$ cat config.mk
export PLATFORM = sky130hd
export DESIGN_NAME = bcd_clock_calendar
export DESIGN_NICKNAME = d
export VERILOG_FILES = /design/src/rtl/bcd_cal_pkg.sv /design/src/rtl/bcd_cal_prescaler.sv /design/src/rtl/bcd2_counter.sv /design/src/rtl/bcd_cal_date.sv /design/src/rtl/bcd_clock_calendar.sv
export SDC_FILE = /design/constraint.sdc
export NUM_CORES = 1
export LEC_CHECK = 0
export BUFFER_PORTS_ARGS = -buffer_cell sky130_fd_sc_hd__buf_2
export CAP_MARGIN = 25
export CELL_PAD_IN_SITES_DETAIL_PLACEMENT = 1
export CELL_PAD_IN_SITES_GLOBAL_PLACEMENT = 2
export CORE_MARGIN = 2
export CORE_UTILIZATION = 33
export DETAILED_ROUTE_END_ITERATION = 12
export PLACE_DENSITY_LB_ADDON = 0.1
export SKIP_CTS_REPAIR_TIMING = 1
export SYNTH_ARGS = -nofsm -noshare
export SYNTH_HDL_FRONTEND = slang
export SYNTH_SLANG_ARGS = --single-unit
$ cat constraint.sdc
create_clock -name clk -period 2.7 [get_ports clk]
set_input_delay 0.405 -clock clk [delete_from_list [all_inputs] [get_ports clk]]
set_output_delay 0.405 -clock clk [all_outputs]
set_load 0.02 [all_outputs]
$ cat src/rtl/bcd_cal_pkg.sv
package bcd_cal_pkg;

  localparam int BCD_W  = 8;
  localparam int MON_W  = 4;
  localparam int WDAY_W = 3;

  typedef struct packed {
    logic [BCD_W-1:0]  year;
    logic [MON_W-1:0]  month;
    logic [WDAY_W-1:0] wday;
    logic [BCD_W-1:0]  day;
    logic [BCD_W-1:0]  hour;
    logic [BCD_W-1:0]  min;
    logic [BCD_W-1:0]  sec;
  } cal_t;

  localparam cal_t CAL_RESET = '{year: 8'h00, month: 4'd1, wday: 3'd0,
                                 day: 8'h01, hour: 8'h00, min: 8'h00,
                                 sec: 8'h00};

  // two-digit BCD increment, no wrap handling
  function automatic logic [BCD_W-1:0] bcd_inc(input logic [BCD_W-1:0] v);
    if (v[3:0] >= 4'd9) return {v[7:4] + 4'd1, 4'd0};
    else                return {v[7:4], v[3:0] + 4'd1};
  endfunction

  // 10*t + u is a multiple of 4 exactly when 2*t + u is
  function automatic logic bcd_year_leap(input logic [BCD_W-1:0] y);
    logic [3:0] s;
    s = {y[6:4], 1'b0} + y[3:0];
    return (s[1:0] == 2'b00);
  endfunction

  function automatic logic [BCD_W-1:0] bcd_month_last(input logic [MON_W-1:0] m,
                                                      input logic [BCD_W-1:0] y);
    case (m)
      4'd2:                      return bcd_year_leap(y) ? 8'h29 : 8'h28;
      4'd4, 4'd6, 4'd9, 4'd11:   return 8'h30;
      default:                   return 8'h31;
    endcase
  endfunction

endpackage

$ cat src/rtl/bcd_cal_prescaler.sv
module bcd_cal_prescaler #(
  parameter int TICKS_PER_SEC = 64
) (
  input  logic clk,
  input  logic rst,
  input  logic clear_i,
  input  logic run_i,
  input  logic sub_tick_i,
  output logic sec_pulse_o
);
  localparam int W = (TICKS_PER_SEC > 1) ? $clog2(TICKS_PER_SEC) : 1;
  localparam logic [W-1:0] LAST = W'(TICKS_PER_SEC - 1);

  logic [W-1:0] cnt_q;

  assign sec_pulse_o = run_i && sub_tick_i && (cnt_q == LAST);

  always_ff @(posedge clk) begin
    if (rst || clear_i) begin
      cnt_q <= '0;
    end else if (run_i && sub_tick_i) begin
      cnt_q <= (cnt_q == LAST) ? '0 : cnt_q + 1'b1;
    end
  end

  // a load restarts the sub-second count from zero
  p_clear_r8: assert property (@(posedge clk) disable iff (rst)
    clear_i |=> (cnt_q == '0));

  // without run the sub-second count is frozen
  p_frozen_r9: assert property (@(posedge clk) disable iff (rst)
    (!run_i && !clear_i) |=> $stable(cnt_q));

endmodule

$ cat src/rtl/bcd2_counter.sv
module bcd2_counter
  import bcd_cal_pkg::*;
#(
  parameter logic [BCD_W-1:0] FIRST = 8'h00
) (
  input  logic             clk,
  input  logic             rst,
  input  logic             ld_i,
  input  logic [BCD_W-1:0] ld_val_i,
  input  logic             inc_i,
  input  logic [BCD_W-1:0] last_i,
  output logic [BCD_W-1:0] val_o,
  output logic             carry_o
);
  logic [BCD_W-1:0] val_q;

  assign val_o   = val_q;
  assign carry_o = inc_i && (val_q == last_i);

  always_ff @(posedge clk) begin
    if (rst)          val_q <= FIRST;
    else if (ld_i)    val_q <= ld_val_i;
    else if (inc_i)   val_q <= (val_q == last_i) ? FIRST : bcd_inc(val_q);
  end

  // both nibbles stay decimal digits
  p_digits_r2: assert property (@(posedge clk) disable iff (rst)
    (val_q[3:0] <= 4'd9) && (val_q[7:4] <= 4'd9));

  // stepping past the last value returns to the first
  p_wrap_r2: assert property (@(posedge clk) disable iff (rst)
    (inc_i && !ld_i && (val_q == last_i)) |=> (val_q == FIRST));

endmodule

$ cat src/rtl/bcd_cal_date.sv
module bcd_cal_date
  import bcd_cal_pkg::*;
(
  input  logic              clk,
  input  logic              rst,
  input  logic              ld_i,
  input  logic [BCD_W-1:0]  ld_day_i,
  input  logic [WDAY_W-1:0] ld_wday_i,
  input  logic [MON_W-1:0]  ld_month_i,
  input  logic [BCD_W-1:0]  ld_year_i,
  input  logic              day_inc_i,
  output logic [BCD_W-1:0]  day_o,
  output logic [WDAY_W-1:0] wday_o,
  output logic [MON_W-1:0]  month_o,
  output logic [BCD_W-1:0]  year_o
);
  localparam logic [WDAY_W-1:0] WDAY_LAST = WDAY_W'(6);
  localparam logic [MON_W-1:0]  MON_LAST  = MON_W'(12);

  logic [MON_W-1:0]  month_q;
  logic [BCD_W-1:0]  year_q;
  logic [WDAY_W-1:0] wday_q;
  logic [BCD_W-1:0]  day_last;
  logic              mon_inc;

  assign day_last = bcd_month_last(month_q, year_q);

  bcd2_counter #(.FIRST(8'h01)) day_cnt_i (
    .clk      (clk),
    .rst      (rst),
    .ld_i     (ld_i),
    .ld_val_i (ld_day_i),
    .inc_i    (day_inc_i),
    .last_i   (day_last),
    .val_o    (day_o),
    .carry_o  (mon_inc)
  );

  always_ff @(posedge clk) begin
    if (rst) begin
      month_q <= CAL_RESET.month;
      year_q  <= CAL_RESET.year;
      wday_q  <= CAL_RESET.wday;
    end else if (ld_i) begin
      month_q <= ld_month_i;
      year_q  <= ld_year_i;
      wday_q  <= ld_wday_i;
    end else begin
      if (day_inc_i)
        wday_q <= (wday_q == WDAY_LAST) ? '0 : wday_q + 1'b1;
      if (mon_inc) begin
        if (month_q == MON_LAST) begin
          month_q <= MON_W'(1);
          year_q  <= (year_q == 8'h99) ? 8'h00 : bcd_inc(year_q);
        end else begin
          month_q <= month_q + 1'b1;
        end
      end
    end
  end

  assign month_o = month_q;
  assign year_o  = year_q;
  assign wday_o  = wday_q;

  // month never leaves 1..12
  p_month_range_r6: assert property (@(posedge clk) disable iff (rst)
    (month_q >= MON_W'(1)) && (month_q <= MON_LAST));

  // December rollover of year 99 gives year 00
  p_year_wrap_r6: assert property (@(posedge clk) disable iff (rst)
    (mon_inc && !ld_i && (month_q == MON_LAST) && (year_q == 8'h99))
      |=> (year_q == 8'h00) && (month_q == MON_W'(1)));

  // day of week never leaves 0..6
  p_wday_range_r7: assert property (@(posedge clk) disable iff (rst)
    wday_q <= WDAY_LAST);

  // in a leap year February 28 steps to 29
  p_leap_day_r5: assert property (@(posedge clk) disable iff (rst)
    (day_inc_i && !ld_i && (month_q == MON_W'(2)) && (day_o == 8'h28) &&
     (year_q[1:0] == 2'b00) && !year_q[4]) |=> (day_o == 8'h29));

endmodule

$ cat src/rtl/bcd_clock_calendar.sv
module bcd_clock_calendar
  import bcd_cal_pkg::*;
#(
  parameter int TICKS_PER_SEC = 64
) (
  input  logic              clk,
  input  logic              rst,
  input  logic              sub_tick_i,
  input  logic              hold_i,
  input  logic              set_i,
  input  logic              run_i,
  input  logic [BCD_W-1:0]  set_sec_i,
  input  logic [BCD_W-1:0]  set_min_i,
  input  logic [BCD_W-1:0]  set_hour_i,
  input  logic [BCD_W-1:0]  set_day_i,
  input  logic [WDAY_W-1:0] set_wday_i,
  input  logic [MON_W-1:0]  set_month_i,
  input  logic [BCD_W-1:0]  set_year_i,
  input  logic              capture_i,
  output logic [BCD_W-1:0]  rd_sec_o,
  output logic [BCD_W-1:0]  rd_min_o,
  output logic [BCD_W-1:0]  rd_hour_o,
  output logic [BCD_W-1:0]  rd_day_o,
  output logic [WDAY_W-1:0] rd_wday_o,
  output logic [MON_W-1:0]  rd_month_o,
  output logic [BCD_W-1:0]  rd_year_o
);
  localparam int N_TIME = 3;  // seconds, minutes, hours
  localparam logic [BCD_W-1:0] TIME_LAST [N_TIME] = '{8'h59, 8'h59, 8'h23};

  logic             stopped_q;
  logic             count_en;
  logic [N_TIME:0]  chain;
  logic [BCD_W-1:0] time_ld  [N_TIME];
  logic [BCD_W-1:0] time_val [N_TIME];
  cal_t             live;
  cal_t             rd_q;

  // stop/run control: set stops the clock, run releases it, set wins
  always_ff @(posedge clk) begin
    if (rst)        stopped_q <= 1'b0;
    else if (set_i) stopped_q <= 1'b1;
    else if (run_i) stopped_q <= 1'b0;
  end

  assign count_en = !stopped_q && !hold_i;

  bcd_cal_prescaler #(.TICKS_PER_SEC(TICKS_PER_SEC)) presc_i (
    .clk         (clk),
    .rst         (rst),
    .clear_i     (set_i),
    .run_i       (count_en),
    .sub_tick_i  (sub_tick_i),
    .sec_pulse_o (chain[0])
  );

  assign time_ld[0] = set_sec_i;
  assign time_ld[1] = set_min_i;
  assign time_ld[2] = set_hour_i;

  for (genvar g = 0; g < N_TIME; g++) begin : g_time
    bcd2_counter #(.FIRST(8'h00)) cnt_i (
      .clk      (clk),
      .rst      (rst),
      .ld_i     (set_i),
      .ld_val_i (time_ld[g]),
      .inc_i    (chain[g]),
      .last_i   (TIME_LAST[g]),
      .val_o    (time_val[g]),
      .carry_o  (chain[g+1])
    );
  end

  bcd_cal_date date_i (
    .clk        (clk),
    .rst        (rst),
    .ld_i       (set_i),
    .ld_day_i   (set_day_i),
    .ld_wday_i  (set_wday_i),
    .ld_month_i (set_month_i),
    .ld_year_i  (set_year_i),
    .day_inc_i  (chain[N_TIME]),
    .day_o      (live.day),
    .wday_o     (live.wday),
    .month_o    (live.month),
    .year_o     (live.year)
  );

  assign live.sec  = time_val[0];
  assign live.min  = time_val[1];
  assign live.hour = time_val[2];

  // registered read port
  always_ff @(posedge clk) begin
    if (rst)            rd_q <= CAL_RESET;
    else if (capture_i) rd_q <= live;
  end

  assign rd_sec_o   = rd_q.sec;
  assign rd_min_o   = rd_q.min;
  assign rd_hour_o  = rd_q.hour;
  assign rd_day_o   = rd_q.day;
  assign rd_wday_o  = rd_q.wday;
  assign rd_month_o = rd_q.month;
  assign rd_year_o  = rd_q.year;

  // a stopped clock keeps every field
  p_stopped_r8: assert property (@(posedge clk) disable iff (rst)
    (stopped_q && !set_i) |=> $stable(live));

  // hold keeps every field
  p_hold_r9: assert property (@(posedge clk) disable iff (rst)
    (hold_i && !set_i) |=> $stable(live));

  // the read port changes only on capture, and then to the prior live value
  p_rd_quiet_r11: assert property (@(posedge clk) disable iff (rst)
    !capture_i |=> $stable(rd_q));
  p_rd_load_r11: assert property (@(posedge clk) disable iff (rst)
    capture_i |=> (rd_q == $past(live)));

endmodule

-- Yosys cells after proc, flatten, opt, wreduce, memory -nomap -nowiden
Index checks and enable logic that the tools add are counted.
- output and inout bits: 47
- input port bits: 54
- register bits: 101
- order comparisons: 5
- mux-type cells: 32
- equality and inequality tests: 13
- reduce and logical (&&, ||, !) cells: 30
- add/sub/neg operators: 14
- operator list (kind ; count):
    $mux W8 ; 21
    $add A4 B1 Y4 const B ; 11
    $ge A4 B4 Y1 const B ; 5
    $eq A8 B7 Y1 const B ; 2
    $pmux W8 S2 ; 1
    $reduce_bool A3 Y1 ; 5
    $reduce_bool A2 Y1 ; 7
    $eq A4 B4 Y1 const B ; 3
    $mux W4 ; 3
    $reduce_and A2 Y1 ; 5
    $mux W3 ; 3
    $eq A4 B3 Y1 const B ; 2
    $eq A8 B6 Y1 const B ; 1
    $eq A8 B8 Y1 ; 1
    $eq A8 B8 Y1 const B ; 1
    $logic_and A1 B1 Y1 ; 7
    $add A6 B1 Y6 const B ; 1
    $eq A6 B6 Y1 const B ; 1
    $mux W6 ; 1
    $eq A4 B2 Y1 const B ; 1
    $reduce_or A4 Y1 ; 1
    $add A3 B1 Y3 const B ; 1
    $eq A3 B3 Y1 const B ; 1
    $mux W1 ; 3
    5 further kinds ; 6

-- Logic depth before layout (Yosys ltp)
Gate-level depths: netlist of the first run.
- word-level depth: 10
- depth in mapped cells: 10

-- Cells and area by module
A second synthesis of the first run with hierarchy kept.
- cells, all modules: 661
- area total of the unflattened synthesis: 5833.1 um^2
- modules (own cells, without submodules) (module ; cells each ; instances ; area an instance (um^2) ; sequential area each (um^2)):
    bcd2_counter (g_time[0].cnt_i ...) ; 84 ; 3 ; 694.4 ; 160.2
    bcd_clock_calendar ; 158 ; 1 ; 1731.7 ; 960.9
    bcd_cal_date ; 135 ; 1 ; 1068.5 ; 300.3
    bcd2_counter (date_i.day_cnt_i) ; 82 ; 1 ; 663.1 ; 160.2
    bcd_cal_prescaler ; 34 ; 1 ; 286.5 ; 120.1

-- Least setup slack after synthesis of the first run
Ideal clock, no wire load.
- kind: reg-to-reg
- from: register date_i.month_q[0] (netlist: date_i.month_o[0])
- to: register date_i.day_cnt_i.val_q[6] (netlist: date_i.day_cnt_i.val_o[6])
- period minus slack after synthesis: 2276 ps
- arrival time: 2185 ps
- path slack: 424 ps
- buffers on the path: 0
- setup time: 91 ps
- data required time: 2609 ps
- cell stages (with the launch flop): 9
- cell sequence: dfxtp_1 -> inv_1 -> ha_1 -> nor3b_1 -> a21boi_0 -> nor3_1 -> nor3_1 -> or3_1 -> a311oi_1
- word-level cells in the longest chain between the ends: 7
- ends and longest elaborated chain (item ; RTL line ; source):
    from (decl) ; bcd_cal_date.sv:20 ; logic [MON_W-1:0] month_q;
    from (signal assigned) ; bcd_cal_date.sv:41 ; month_q <= CAL_RESET.month;
    from (signal assigned) ; bcd_cal_date.sv:45 ; month_q <= ld_month_i;
    from (signal assigned) ; bcd_cal_date.sv:56 ; month_q <= month_q + 1'b1;
    $eq A4 B3 Y1 or $eq A4 B4 Y1 (tied branches) ; bcd_cal_pkg.sv:36 ; case (m)
    $reduce_or A4 Y1 ; bcd_cal_pkg.sv:36 ;
    $pmux W8 S2 (*) ; bcd_cal_pkg.sv:36 ;
    $eq A8 B8 Y1 (*) ; bcd2_counter.sv:23 ; else if (inc_i) val_q <= (val_q == last_i) ? FIRST : bcd_inc(val_q);
    $mux W8 (2 in series) ; bcd2_counter.sv:23 ;
    $mux W8 ; bcd2_counter.sv:22 ; else if (ld_i) val_q <= ld_val_i;
    to (signal assigned) ; bcd2_counter.sv:22 ;
    to (signal assigned) ; bcd2_counter.sv:23 ;
    to (decl) ; bcd2_counter.sv:15 ; logic [BCD_W-1:0] val_q;
Every way passes the cells marked *; elsewhere a longest branch is shown, timed or not. The select of a mux whose other input is x is not followed.
A chain may end at the register's enable or synchronous reset.

-- Worst setup path in the final report of the first run
- from: register date_i.month_q[0] (netlist: date_i.month_o[0])
- to: register date_i.year_q[6] (netlist: date_i.year_o[6])
- word-level cells in the longest chain between the ends: 7
- ends and longest elaborated chain (item ; RTL line ; source):
    $eq A4 B3 Y1 or $eq A4 B4 Y1 (tied branches) ; bcd_cal_pkg.sv:36 ;
    $reduce_or A4 Y1 ; bcd_cal_pkg.sv:36 ;
    $pmux W8 S2 ; bcd_cal_pkg.sv:36 ;
    $eq A8 B8 Y1 ; bcd2_counter.sv:18 ; assign carry_o = inc_i && (val_q == last_i);
    $logic_and A1 B1 Y1 ; bcd2_counter.sv:18 ;
    $reduce_bool A2 Y1 (no line) ; n/a ;
    $reduce_and A3 Y1 (no line) (*) ; n/a ;
    to (signal assigned) ; bcd_cal_date.sv:42 ; year_q <= CAL_RESET.year;
    to (signal assigned) ; bcd_cal_date.sv:46 ; year_q <= ld_year_i;
    to (signal assigned) ; bcd_cal_date.sv:54 ; year_q <= (year_q == 8'h99) ? 8'h00 : bcd_inc(year_q);
    to (decl) ; bcd_cal_date.sv:21 ; logic [BCD_W-1:0] year_q;
Every way passes the cells marked *; elsewhere a longest branch is shown, timed or not.

==> metrics.md, run 1 <==
| Metric | Value |
|---|---|
| Register area | `between 2000 and 2500 sq um` |
| Worst setup margin | `185 ps` |
| Final WL | `14900 um` |
| Clock buffer count from CTS | `9` |
| GPL Wtd Cong | `0.812` |
| Setup crit end kind | `register` |
| Area of the multi-input gates | `2980 sq um` |
| Synth area leader | `dfxtp_1` |
| WP data required | `2920 ps` |
| Hold path startpoint | `set_month_i[0]` |
| Async SR Flop Fraction | `0%` |
| Longest Clk Path Bufs | `2` |
| Synthesis Warnings | `0` |
| Layout cells sized above 1 | `about 22%` |
| Initial drt markers | `199` |
| Power, Total | `between 3 and 4 mW` |
| Number of global-route vias before repair | `4626` |
| Vias | `about 4700` |
| CP Data Arrival Time | `~2700 ps` |
| Mapped cell area | `5250 sq um` |
| Starting density of the core | `approximately a third` |
| Leak Pwr | `2.79 nW` |
| Number of routed nets with antenna violations | `0` |
| Power density cells | `a little under 600 nW/um^2` |
| Placed instance count | `between 800 and 900` |
| Synth top area share | `38.5%` |
| Worst clock skew | `approximately 10 ps` |
| Worst-margin pin slew | `581 ps` |
| Final-report setup violation count | `0` |
| Slew Limit Fails | `0` |
| Die Ht | `130 um` |
| Syn_area_per_cell | `8.76 sq um` |
| Relative slew margins | `between 60% and 70%` |
| Max Cap Viol | `0` |
| Worst setup path class | `reg2reg` |
| Clk sinks | `slightly above 100` |
| Nets | `just under 800` |
| Commonest cells post-synth | `dfxtp_1 (101), nor2_1 (87), mux2i_1 (51)` |
| Endpoints failing hold | `0` |
| Post-synthesis sequential area ratio | `38.5%` |
| Main flop type after synthesis | `dfxtp_1` |
| Filler instances | `1872` |
| Crit-path max FO | `7` |
| CP startpoint kind | `register` |
| Global-route wire length before repair | `roughly 24000 um` |
| Distinct cells, synth | `67` |
| Core area | `15700 sq um` |
| Dpl hpwl | `10700 um` |
| Count leader, synth | `dfxtp_1` |
| Total grt overflow | `0` |
| Worst r2r src | `date_i.month_o[0]` |
| GRT Util Overall | `17.8%` |
| RSZ-0062 raised after global routing | `false` |
| Post-Synthesis Cells | `599` |
| Clk Latency, worst-skew pair | `350 ps` |
| Drt wl/cell | `about 16 um` |
| Root buffer cell | `clkbuf_16` |
| Input/output buffers | `100` |
| Peak Freq | `0.398 GHz` |
| Tmin final | `2520 ps` |
| Syn_nets | `682` |
| Full die area | `16900 sq um` |
| Die X | `130 um` |
| Dpl ws | `between 80 and 90 ps` |
| Initial antenna violation count | `0` |
| Ports | `101` |
| Post-route setup TNS | `0 ps` |
| Hold Path Class | `in2reg` |
| Status | `finished clean` |
| Area contributors post-synth | `dfxtp_1 (39%), mux2i_1 (9.7%), ha_1 (6.9%)` |
| Hold Slack | `302 ps` |
| Worst Setup SP | `date_i.month_o[0]` |
| Area growth syn-to-layout | `21.9%` |
| CTS H-tree lvls | `3` |
| Antenna diode count | `0` |
| Yosys reg bits | `101` |
| Period utilisation layout | `93.2%` |
| Vias per inst | `between 5 and 6` |
| Post-synth EDFFs | `0` |
| Drt pass-1 iters | `4` |
| CTS tree | `done` |
| Max IR drop VDD | `about 0.32 mV` |
| Cell Rows | `46` |
| Non-Filler Instances | `about 910` |
| Clock Pin Slew Worst Setup and Hold Paths | `approximately 70 ps` |
| DRC | `0` |
| Largest net degree at the start of global routing | `51` |
[metal layers]
layer / routed length [um] / up-vias / track usage, % / part of all wire, %
met5: 0 / - / 0 / 0
met4: 206 / 0 / 6.07 / 1.4
met3: 385 / 13 / 2.42 / 2.6
met2: 7020 / 64 / 29.6 / 47
met1: 7250 / 2284 / 23.9 / 49
li1: - / 2322 / - / -
[critical path, stage by stage (launching register included)]
cell      delay (ps)
dfxtp_1          390
inv_1            140
ha_1             180
nor3b_1          280
a21boi_0         380
nor3_2           150
or4_1            530
o211ai_1         230
o41ai_2          100
[power breakdown]
group	switching (mW)	total, mW	internal (mW)	leakage [nW]
clock network	0.598	1.56	0.959	0.172
logic	0.277	0.484	0.207	1.79
registers	0.0917	1.66	1.56	0.828
total	0.967	3.70	2.73	2.79
[through the flow]
step | cell area [sq um] | utilization [%]
final | 6390 | 40.7
after global routing | 6390 | 40.7
after CTS | 6380 | 40.6
after detailed placement | 6020 | 38.3
after global placement | 6020 | 38.3
after floorplan | 5250 | -
[placed cells by master, fill, tap and decap left out, types with 4 or more instances in the layout]
cell / count
xor2_1: 7
nor2b_1: 7
nor2_1: 87
o21ai_0: 26
or3_1: 4
nor3b_1: 5
mux2i_1: 51
nor4_1: 4
ha_1: 29
clkbuf_16: 9
nor3_1: 14
nand3_1: 14
dfxtp_1: 101
a211oi_1: 16
a22oi_1: 7
nor4b_1: 4
a221oi_1: 4
inv_1: 26
buf_2: 99
and3_1: 8
and2_1: 5
nand2_1: 29
a31oi_1: 6
o211ai_1: 5
xnor2_1: 4
buf_4: 14
o31ai_1: 5
a21oi_1: 31
nand2b_1: 8
nand4_1: 4
[sequential cells by signal (all words and copies together) (netlist names), 3 cells and up]
signal / cells
rd_day_o: 8
presc_i.cnt_q: 6
date_i.wday_o: 3
rd_year_o: 8
date_i.month_o: 4
rd_sec_o: 8
rd_month_o: 4
g_time.cnt_i.val_o: 24
rd_hour_o: 8
rd_wday_o: 3
date_i.year_o: 8
rd_min_o: 8
date_i.day_cnt_i.val_o: 8
[cell type report]
class	instances	area share, %
clock buffer	11	3.95
clock inverter	5	1.66
inverter	27	1.59
multi-input combinational	437	46.6
sequential	101	31.6
tap	216	4.23
timing repair buffer	116	10.3
[worst paths after layout]
check                            to  slack, ps  cells past startpoint
hold reg to reg        rd_year_o[1]        490                      2
hold / removal    date_i.month_o[0]        300                      3
setup / recovery   date_i.year_o[6]        180                      8
setup reg to reg   date_i.year_o[6]        180                      8
[cells by family after synthesis]
logic type      share of synthesized area, %
buf+inv                                 4.84
mux                                     9.95
simple gates                            21.4
compound gates                          16.5
fa+ha+maj                               6.92
flops                                   38.5
xor+xnor                                1.84
Note: power is estimated with default switching activity, not from simulation.
==> run 2: changes to the inputs <==
GPL_TIMING_DRIVEN = 0   (was unset)
==> metrics.md, run 2 (synthesized netlist as in run 1, its figures left out) <==
| Metric | Value |
|---|---|
| Status | `finished clean (unchanged)` |
| Vias per inst | `5.20 (was 5.13)` |
| Total grt overflow | `0 (unchanged)` |
| Root buffer cell | `clkbuf_16 (unchanged)` |
| Ports | `101 (unchanged)` |
| NetSw | `987 uW (was 967 uW)` |
| Largest net degree at the start of global routing | `16 (was 51)` |
| Final-report setup violation count | `0 (unchanged)` |
| WP data required | `2950 ps (was 2920 ps)` |
| Power, Total | `3.40 mW (was 3.70 mW)` |
| Non-Filler Instances | `935 (was 913)` |
| Initial drt markers | `221 (was 199)` |
| Worst-margin pin slew | `1050 ps (was 581 ps)` |
| Die X | `130 um (unchanged)` |
| Worst clock skew | `11.6 ps (was 10.1 ps)` |
| Worst r2r src | `date_i.year_o[1] (was date_i.month_o[0])` |
| Clock Pin Slew Worst Setup and Hold Paths | `70 ps (about the same)` |
| Relative slew margins | `30.3% (was 61.3%)` |
| Antenna diode count | `0 (unchanged)` |
| Largest register FFs | `24 (unchanged)` |
| Core area | `15700 sq um (unchanged)` |
| Drt pass-1 iters | `4 (unchanged)` |
| Number of routed nets with antenna violations | `0 (unchanged)` |
| Nets | `798 (was 775)` |
| Initial antenna violation count | `0 (unchanged)` |
| Peak Freq | `0.391 GHz (was 0.398 GHz)` |
| Cell Rows | `46 (unchanged)` |
| Clk Latency, worst-skew pair | `350 ps (about the same)` |
| CP startpoint kind | `register (unchanged)` |
| Most common cell after layout, fill and taps aside | `buf_2 (was dfxtp_1)` |
| Full die area | `16900 sq um (unchanged)` |
| Final WL | `17200 um (was 14900 um)` |
| Register-to-Register Path Depth | `7 (was 8)` |
| RSZ-0062 raised after global routing | `false (unchanged)` |
| Die Ht | `130 um (unchanged)` |
| Crit-path max FO | `6 (was 7)` |
| Worst Setup SP | `date_i.year_o[1] (was date_i.month_o[0])` |
| GPL Wtd Cong | `0.863 (was 0.812)` |
| Power density cells | `535 nW/um^2 (was 578 nW/um^2)` |
| Longest Clk Path Bufs | `2 (unchanged)` |
| Logic pwr share | `15.0% (was 13.1%)` |
| Endpoints failing hold | `0 (unchanged)` |
| Max IR drop VDD | `0.297 mV (was 0.319 mV)` |
| Global-route wire length before repair | `27100 um (was 23800 um)` |
| Max Cap Viol | `0 (unchanged)` |
| Drt wl/cell | `18.4 um (was 16.3 um)` |
| Setup crit end | `date_i.year_o[5] (was date_i.year_o[6])` |
| Worst reg2reg endpoint | `date_i.year_o[5] (was date_i.year_o[6])` |
| Area growth syn-to-layout | `21.1% (was 21.9%)` |
| Input/output buffers | `100 (unchanged)` |
| DRC | `0 (unchanged)` |
| Starting density of the core | `33.4% (unchanged)` |
| Layout cells sized above 1 | `20.2% (was 21.7%)` |
| Setup crit end kind | `register (unchanged)` |
| Commonest non-fill, non-tap cells in the layout | `buf_2 (101), dfxtp_1 (99), nor2_1 (87), mux2i_1 (51), a21oi_1 (31) (was dfxtp_1 (101), buf_2 (99), nor2_1 (87), mux2i_1 (51), a21oi_1 (31))` |
| Tmin final | `2560 ps (was 2520 ps)` |
| Leak Pwr | `2.74 nW (was 2.79 nW)` |
| GRT Util Overall | `21.0% (was 17.8%)` |
| Number of global-route vias before repair | `4907 (was 4626)` |
| Internal power | `2.41 mW (was 2.73 mW)` |
| Slew Limit Fails | `0 (unchanged)` |
| Sequential Power Share | `48.7% (was 44.8%)` |
| Worst setup path class | `reg2reg (unchanged)` |
| Clk pwr share | `36.3% (was 42.1%)` |
| CTS H-tree lvls | `3 (unchanged)` |
| CTS tree | `done (unchanged)` |
| CP Data Arrival Time | `2810 ps (was 2730 ps)` |
| Period utilisation layout | `94.8% (was 93.2%)` |
| Vias | `4858 (was 4683)` |
| Clk sinks | `101 (unchanged)` |
| Setup slack, reg-to-reg | `140 ps (was 180 ps)` |
| Switching portion of total power | `29.0% (was 26.1%)` |
| Clock buffer count from CTS | `9 (unchanged)` |
| Dpl hpwl | `12600 um (was 10700 um)` |
| Hold Path Class | `in2reg (unchanged)` |
| Placed instance count | `915 (was 897)` |
run 2: cell types whose count changed in the layout (fill, tap and decap cells not counted), moves of 3 or more:
cell,previous run,this run
buf_1,0,6
buf_12,3,0
buf_4,14,4
bufinv_16,3,0
clkbuf_1,0,26
run 2: worst min-delay path by stage:
stage	startpoint	end	slack (ps)	cells after the start
after floorplan	g_time[1].cnt_i.val_o[6]	g_time[1].cnt_i.val_o[6]	490	2
after global placement	rd_month_o[2]	rd_month_o[2]	470	2
after detailed placement	rd_day_o[7]	rd_day_o[7]	480	2
after CTS	set_min_i[2]	g_time[1].cnt_i.val_o[2]	280	3
after global routing	set_min_i[2]	g_time[1].cnt_i.val_o[2]	290	3
final	set_min_i[2]	g_time[1].cnt_i.val_o[2]	300	3
run 2: critical path, cell delays in order (launching register included):
cell     delay, ps
dfxtp_1        460
inv_1          100
ha_1           220
or3b_2         470
a21oi_1        440
nor2_1         230
a211o_2        370
and3_1         180
run 2: area by class of cell:
type / instances / area (sq um)
multi-input combinational: 437 / 3000
tap: 216 / 270
buffer: 34 / 153
timing repair buffer: 105 / 536
sequential: 101 / 2020
clock buffer: 11 / 243
clock inverter: 4 / 25.0
inverter: 27 / 101
fill: 1920 / 9360
run 2: layer usage:
| layer | share of wire, % | GRT usage, % |
|---|---|---|
| met3 | 3.0 | 4.43 |
| met2 | 49 | 37.0 |
| met4 | 1.2 | 4.43 |
| met1 | 46 | 26.6 |
| met5 | 0 | 0 |
run 2: power by group through the flow:
stage          Sequential, mW  Clock, mW  Combinational (mW)
2_1_floorplan            1.69          0               0.299
3_3_place_gp             1.69          0               0.498
3_5_place_dp             1.69          0               0.510
4_1_cts                  1.66       1.28               0.514
5_1_grt                  1.67       1.33               0.572
6_report                 1.66       1.23               0.509
run 2: through the flow:
stage                     setup TNS (ps)  hold slack, ps  util [%]  area, sq um  setup slack, ps
final                                  0             297      40.4         6350              139
after global routing                   0             294      40.4         6350             4.03
after CTS                          -2010             282      40.0         6280             -294
after detailed placement           -1770             475      38.3         6020             -269
after global placement              -926             466      38.3         6020             -135
after floorplan                        0             487         -         5250              424
